==> src/rtl/breq_pkg.sv <==
package breq_pkg;

    localparam int FRAME_W = 8;
    localparam int IDX_W   = $clog2(FRAME_W);

    typedef enum logic [2:0] {
        RQ_IMMED  = 3'b000,
        RQ_ISOCH  = 3'b001,
        RQ_PRIO   = 3'b010,
        RQ_FAIR   = 3'b011,
        RQ_REG_RD = 3'b100,
        RQ_REG_WR = 3'b101,
        RQ_ACCEL  = 3'b110,
        RQ_RSVD   = 3'b111
    } rq_kind_e;

    localparam logic [2:0] SP_LOW  = 3'b000;
    localparam logic [2:0] SP_MID  = 3'b010;
    localparam logic [2:0] SP_HIGH = 3'b100;

    typedef struct packed {
        logic [2:0] kind;
        logic [2:0] speed;
    } rq_cmd_t;

    typedef logic [FRAME_W-1:0] rq_frame_t;

    function automatic logic speed_legal(input logic [2:0] s);
        return (s == SP_LOW) || (s == SP_MID) || (s == SP_HIGH);
    endfunction

    function automatic logic kind_legal(input logic [2:0] k);
        return k != RQ_RSVD;
    endfunction

    // index 0 start, 1..3 kind MSB first, 4..6 speed MSB first, 7 stop
    function automatic rq_frame_t build_frame(input rq_cmd_t c);
        rq_frame_t f;
        f[0] = 1'b1;
        for (int i = 0; i < 3; i++) begin
            f[1+i] = c.kind[2-i];
            f[4+i] = c.speed[2-i];
        end
        f[7] = 1'b0;
        return f;
    endfunction

endpackage

==> src/rtl/breq_check.sv <==
module breq_check
    import breq_pkg::*;
(
    input  rq_cmd_t cmd,
    output logic    legal
);
    always_comb begin
        legal = kind_legal(cmd.kind) && speed_legal(cmd.speed);
    end
endmodule

==> src/rtl/breq_piso.sv <==
module breq_piso #(
    parameter int W = 8
) (
    input  logic         clk,
    input  logic         rst,
    input  logic         load,
    input  logic         shift,
    input  logic [W-1:0] par,
    output logic         ser
);
    logic [W-1:0] sr_q;

    always_ff @(posedge clk) begin
        if (rst) begin
            sr_q <= '0;
        end else if (load) begin
            sr_q <= par;
        end else if (shift) begin
            sr_q <= {1'b0, sr_q[W-1:1]};
        end
    end

    assign ser = sr_q[0];
endmodule

==> src/rtl/breq_seq.sv <==
module breq_seq
    import breq_pkg::*;
(
    input  logic clk,
    input  logic rst,
    input  logic load_i,
    input  logic cmd_ok,
    input  logic repeat_i,
    output logic take_new,
    output logic start,
    output logic busy,
    output logic last,
    output logic reject
);
    logic             busy_q;
    logic [IDX_W-1:0] idx_q;
    logic             reject_q;

    always_comb begin
        last     = busy_q && (idx_q == IDX_W'(FRAME_W - 1));
        take_new = load_i && !busy_q && cmd_ok;
        start    = take_new || (!busy_q && repeat_i) || (last && repeat_i);
    end

    always_ff @(posedge clk) begin
        if (rst) begin
            busy_q   <= 1'b0;
            idx_q    <= '0;
            reject_q <= 1'b0;
        end else begin
            reject_q <= load_i && !busy_q && !cmd_ok;
            if (start) begin
                busy_q <= 1'b1;
                idx_q  <= '0;
            end else if (last) begin
                busy_q <= 1'b0;
            end else if (busy_q) begin
                idx_q <= idx_q + 1'b1;
            end
        end
    end

    assign busy   = busy_q;
    assign reject = reject_q;

    // a frame never ends before its last index
    assert_busy_holds_R7: assert property (@(posedge clk) disable iff (rst)
        (busy_q && !last) |=> busy_q);

    // a reject pulse follows only a load sampled while idle
    assert_reject_cause_R4: assert property (@(posedge clk) disable iff (rst)
        reject_q |-> ($past(load_i) && !$past(busy_q)));
endmodule

==> src/rtl/breq_serializer.sv <==
module breq_serializer
    import breq_pkg::*;
#(
    parameter logic [2:0] DEF_KIND  = 3'b011,
    parameter logic [2:0] DEF_SPEED = 3'b100
) (
    input  logic       clk,
    input  logic       rst,
    input  logic       load_i,
    input  logic [2:0] kind_i,
    input  logic [2:0] speed_i,
    input  logic       repeat_i,
    output logic       ser_o,
    output logic       busy_o,
    output logic       frame_done_o,
    output logic       reject_o
);
    localparam rq_cmd_t   DEF_CMD   = '{kind: DEF_KIND, speed: DEF_SPEED};
    localparam rq_frame_t DEF_FRAME = build_frame(DEF_CMD);

    rq_cmd_t   cmd;
    logic      cmd_ok;
    logic      take_new, start, busy, last;
    logic      piso_bit;
    rq_frame_t word_q, next_word;

    assign cmd = '{kind: kind_i, speed: speed_i};

    breq_check u_check (
        .cmd   (cmd),
        .legal (cmd_ok)
    );

    breq_seq u_seq (
        .clk      (clk),
        .rst      (rst),
        .load_i   (load_i),
        .cmd_ok   (cmd_ok),
        .repeat_i (repeat_i),
        .take_new (take_new),
        .start    (start),
        .busy     (busy),
        .last     (last),
        .reject   (reject_o)
    );

    always_comb begin
        next_word = take_new ? build_frame(cmd) : word_q;
    end

    always_ff @(posedge clk) begin
        if (rst) begin
            word_q <= DEF_FRAME;
        end else if (take_new) begin
            word_q <= next_word;
        end
    end

    breq_piso #(.W(FRAME_W)) u_piso (
        .clk   (clk),
        .rst   (rst),
        .load  (start),
        .shift (busy),
        .par   (next_word),
        .ser   (piso_bit)
    );

    assign busy_o       = busy;
    assign frame_done_o = last;
    assign ser_o        = busy & piso_bit;

    // every frame opens with a 1
    assert_start_bit_R1: assert property (@(posedge clk) disable iff (rst)
        $rose(busy_o) |-> ser_o);

    // the stop bit is 0
    assert_stop_bit_R1: assert property (@(posedge clk) disable iff (rst)
        frame_done_o |-> !ser_o);

    // the line rests low when idle
    assert_idle_low_R3: assert property (@(posedge clk) disable iff (rst)
        !busy_o |-> !ser_o);

    // back-to-back frames in repeat mode
    assert_no_gap_R8: assert property (@(posedge clk) disable iff (rst)
        (frame_done_o && repeat_i) |=> (busy_o && ser_o));

    // the line releases after a final frame
    assert_release_R8: assert property (@(posedge clk) disable iff (rst)
        (frame_done_o && !repeat_i) |=> !busy_o);
endmodule

==> config.mk <==
export PLATFORM = sky130hd
export DESIGN_NAME = breq_serializer
export DESIGN_NICKNAME = d
export VERILOG_FILES = /design/src/rtl/breq_pkg.sv /design/src/rtl/breq_check.sv /design/src/rtl/breq_piso.sv /design/src/rtl/breq_seq.sv /design/src/rtl/breq_serializer.sv
export SDC_FILE = /design/constraint.sdc
export NUM_CORES = 1
export LEC_CHECK = 0
export ABC_AREA = 1
export BUFFER_PORTS_ARGS = -buffer_cell sky130_fd_sc_hd__clkbuf_2
export CAP_MARGIN = 25
export CORE_AREA = 2 2 48 50
export CTS_BUF_LIST = sky130_fd_sc_hd__clkbuf_8
export DETAILED_ROUTE_END_ITERATION = 16
export DIE_AREA = 0 0 50 52
export PLACE_DENSITY_LB_ADDON = 0.08
export SYNTH_ARGS = -nofsm -noshare
export SYNTH_HDL_FRONTEND = slang
export SYNTH_SLANG_ARGS = --single-unit
==> constraint.sdc <==
create_clock -name clk -period 1.4 [get_ports clk]
set_input_delay 0.21 -clock clk [delete_from_list [all_inputs] [get_ports clk]]
set_output_delay 0.21 -clock clk [all_outputs]
set_load 0.1 [all_outputs]
==> results.toml <==
[placed_design]
dp_slack_ns = -0.0285
gp_congestion = 0.840
dp.cells = 187
dpl.hpwl_um = 1570
io_buffers = 13

[critical_path]
slowest_delay_ns = 0.34
critPathArrivalTime_ns = 1.26
cp_common_cell = "ha_4"
criticalPathCategory = "reg -> out"
path_cells = "ha_4 > ha_4 > nand2_4 > clkinvlp_4 > buf_12"
critPathBufInv = 2
cp_max_fo = 2
regToRegSetupSlack_ns = 0.03
crit_cells = 5
critical_path.startpoint = "u_seq.idx_q[0]"
r2r_start = "u_seq.idx_q[0]"
reg2reg_depth = 9
slowest_stage = "dfxtp_2"
r2r-end = "u_piso.sr_q[6]"
worstSetupEndpointType = "primary output"
cp-start-kind = "flip-flop"
critical_path.top_delay_family = "flip-flops"
endpoint = "frame_done_o"
crit_required_ns = 1.19

[routing]
avgViaCountPerCell = 5.05
route.detailed.drc = 0
wirelength_um = 2200
drtIter0Drc = 20
ant_nets = 0
wl_per_cell_um = 11.4
via_count = 974
drt_first_pass_iters = 4

[synthesis]
synth_top_flop_cell = "dfxtp_1"
synthDistinctLibCells = 22
yosysSeqAreaShare_pct = 40.6
async_flop_share_pct = 0
ys_warn_count = 0
syn_inst = 141
synth_edf_count = 0
synthesis.nets = 153
syn_area_per_cell_um2 = 7.35
ys_ff_latch = 21
syn-cell-area_mm2 = 0.00104

[grt]
grt_pass1_wl_um = 3890
grt_antenna_before_repair = 0
grt_max_degree = 14
first_global_vias = 904
grt_usage_pct = 19.6
grt_overflow = 0

[timing]
slew_headroom_pct = 64.4
setup_tns_ns = -0.0660
hold_ws_ns = 0.197
hold_viol = 0
fin_crit_sh_pct = 105
fin_worst_skew_ns = 0.00322
max_freq_mhz = 682
tightest_slew_ns = 0.537
rsz0062_at_grt = "yes"
period_needed_ns = 1.47
setup_viol = 1
worst_slack_ns = -0.0660
drv_slew = 0

[layout]
mostFrequentLayoutCells = "30 x nand2_1, 20 x inv_1, 18 x dfxtp_1"
nets = 178
nFillCells = 191
drive_gt1_share_pct = 29.1
diodes = 0
layout_commonest_cell = "nand2_1"
fin_cells = 193
syn_to_final_growth_pct = 33.6

[floorplan]
die_h_um = 52
dieArea_mm2 = 0.00260
ioPinCount = 14
die-width_um = 50
initial_core_util_pct = 49.2
core-area_mm2 = 0.00211
num_rows = 17

[clock_tree]
clockBufferDepth = 2
clkTransAtPathRegs_ns = 0.08
clock-sinks = 21
cts_tree = "built"
numCtsBuffers = 3
cts_max_level = 1
clock_latency_ns = 0.26
cts_hold_buf = 0
root_buffer = "clkbuf_8"

[power]
p_leak_nw = 0.649
power_density_mw_per_mm2 = 1020
ir_drop_mv = 0.687
power_mw = 1.41

[worst_hold_path]
holdCritPathClass = "in -> reg"
worstHoldStart = "rst"

[outcome]
violations = "setup timing"
outcome = "finished with violations"

[job]
max_cap_viol_count = 0
-- cell families (layout without fill, tap and decap cells) --
group	count (synthesis)	after routing	share of synthesized area (%)
XOR/XNOR	1	1	0.846
adder cells (fa/ha/maj)	2	2	2.42
AO/OA/AOI/OAI	17	17	9.78
flip-flops	21	21	40.6
AND/OR/NAND/NOR	70	71	33.8
buffers and inverters	30	53	12.6
-- stage by stage --
stage	instance area, µm²	utilization, %
2_1_floorplan	1060	-
3_5_place_dp	1270	60.1
3_3_place_gp	1270	60.1
5_1_grt	1380	65.7
4_1_cts	1350	64.3
6_report	1380	65.7
-- what timing repair did --
action                                 in CTS  in global routing
setup buffers                               1                  0
setup endpoints to repair                  10                 11
endpoints found under the hold margin       0                  0
gates resized for setup                     5                  8
cloned                                      1                  0
pin swaps                                   2                  9
-- worst min-delay path by stage --
stage / endpoint / slack (ns) / cells past startpoint
6_report: word_q[6] / 0.20 / 2
5_1_grt: word_q[6] / 0.20 / 2
4_1_cts: word_q[6] / 0.19 / 2
3_5_place_dp: word_q[6] / 0.43 / 2
3_3_place_gp: word_q[6] / 0.43 / 2
2_1_floorplan: u_piso.sr_q[0] / 0.28 / 1
-- flip-flops by register name, indices dropped and copies added (netlist names) --
name          cells
u_piso.sr_q       8
word_q            8
u_seq.idx_q       3
u_seq.busy        1
u_seq.reject      1
-- power by group --
group	internal [mW]	switching (mW)
clock network	0.198	0.196
registers	0.636	0.0288
logic	0.143	0.206
total	0.977	0.431
-- cell usage after synthesis (all sizes together), types with 2 or more instances --
master  instances  share of area [%]
nand4          13                7.9
a21oi          11                5.7
inv            25                9.1
ha              2                2.4
nand3          14                8.5
o211ai          5                3.6
buf             4                3.1
nor2           10                4.6
dfxtp          21                 41
nand2          33                 13
-- cell type report --
type / instances / area [µm²] / area share [%]
tap: 28 / 35.0 / 2.53
multi-input combinational: 91 / 544 / 39.3
inverter: 25 / 106 / 7.69
clock buffer: 3 / 41.3 / 2.98
sequential: 21 / 427 / 30.8
timing repair buffer: 24 / 225 / 16.3
clock inverter: 1 / 5.00 / 0.362
-- routing by layer --
layer  GRT usage, %  part of all wire, %  routed length (µm)  vias to the layer above
li1               -                    -                   -                      515
met1           25.1                   48                1060                      445
met2           32.5                   48                1060                        9
met3           3.45                  1.9                  42                        5
met4           8.33                  1.5                  34                        0
met5              0                    0                   0                        -
No activity file was read; power rests on OpenSTA's default activity.
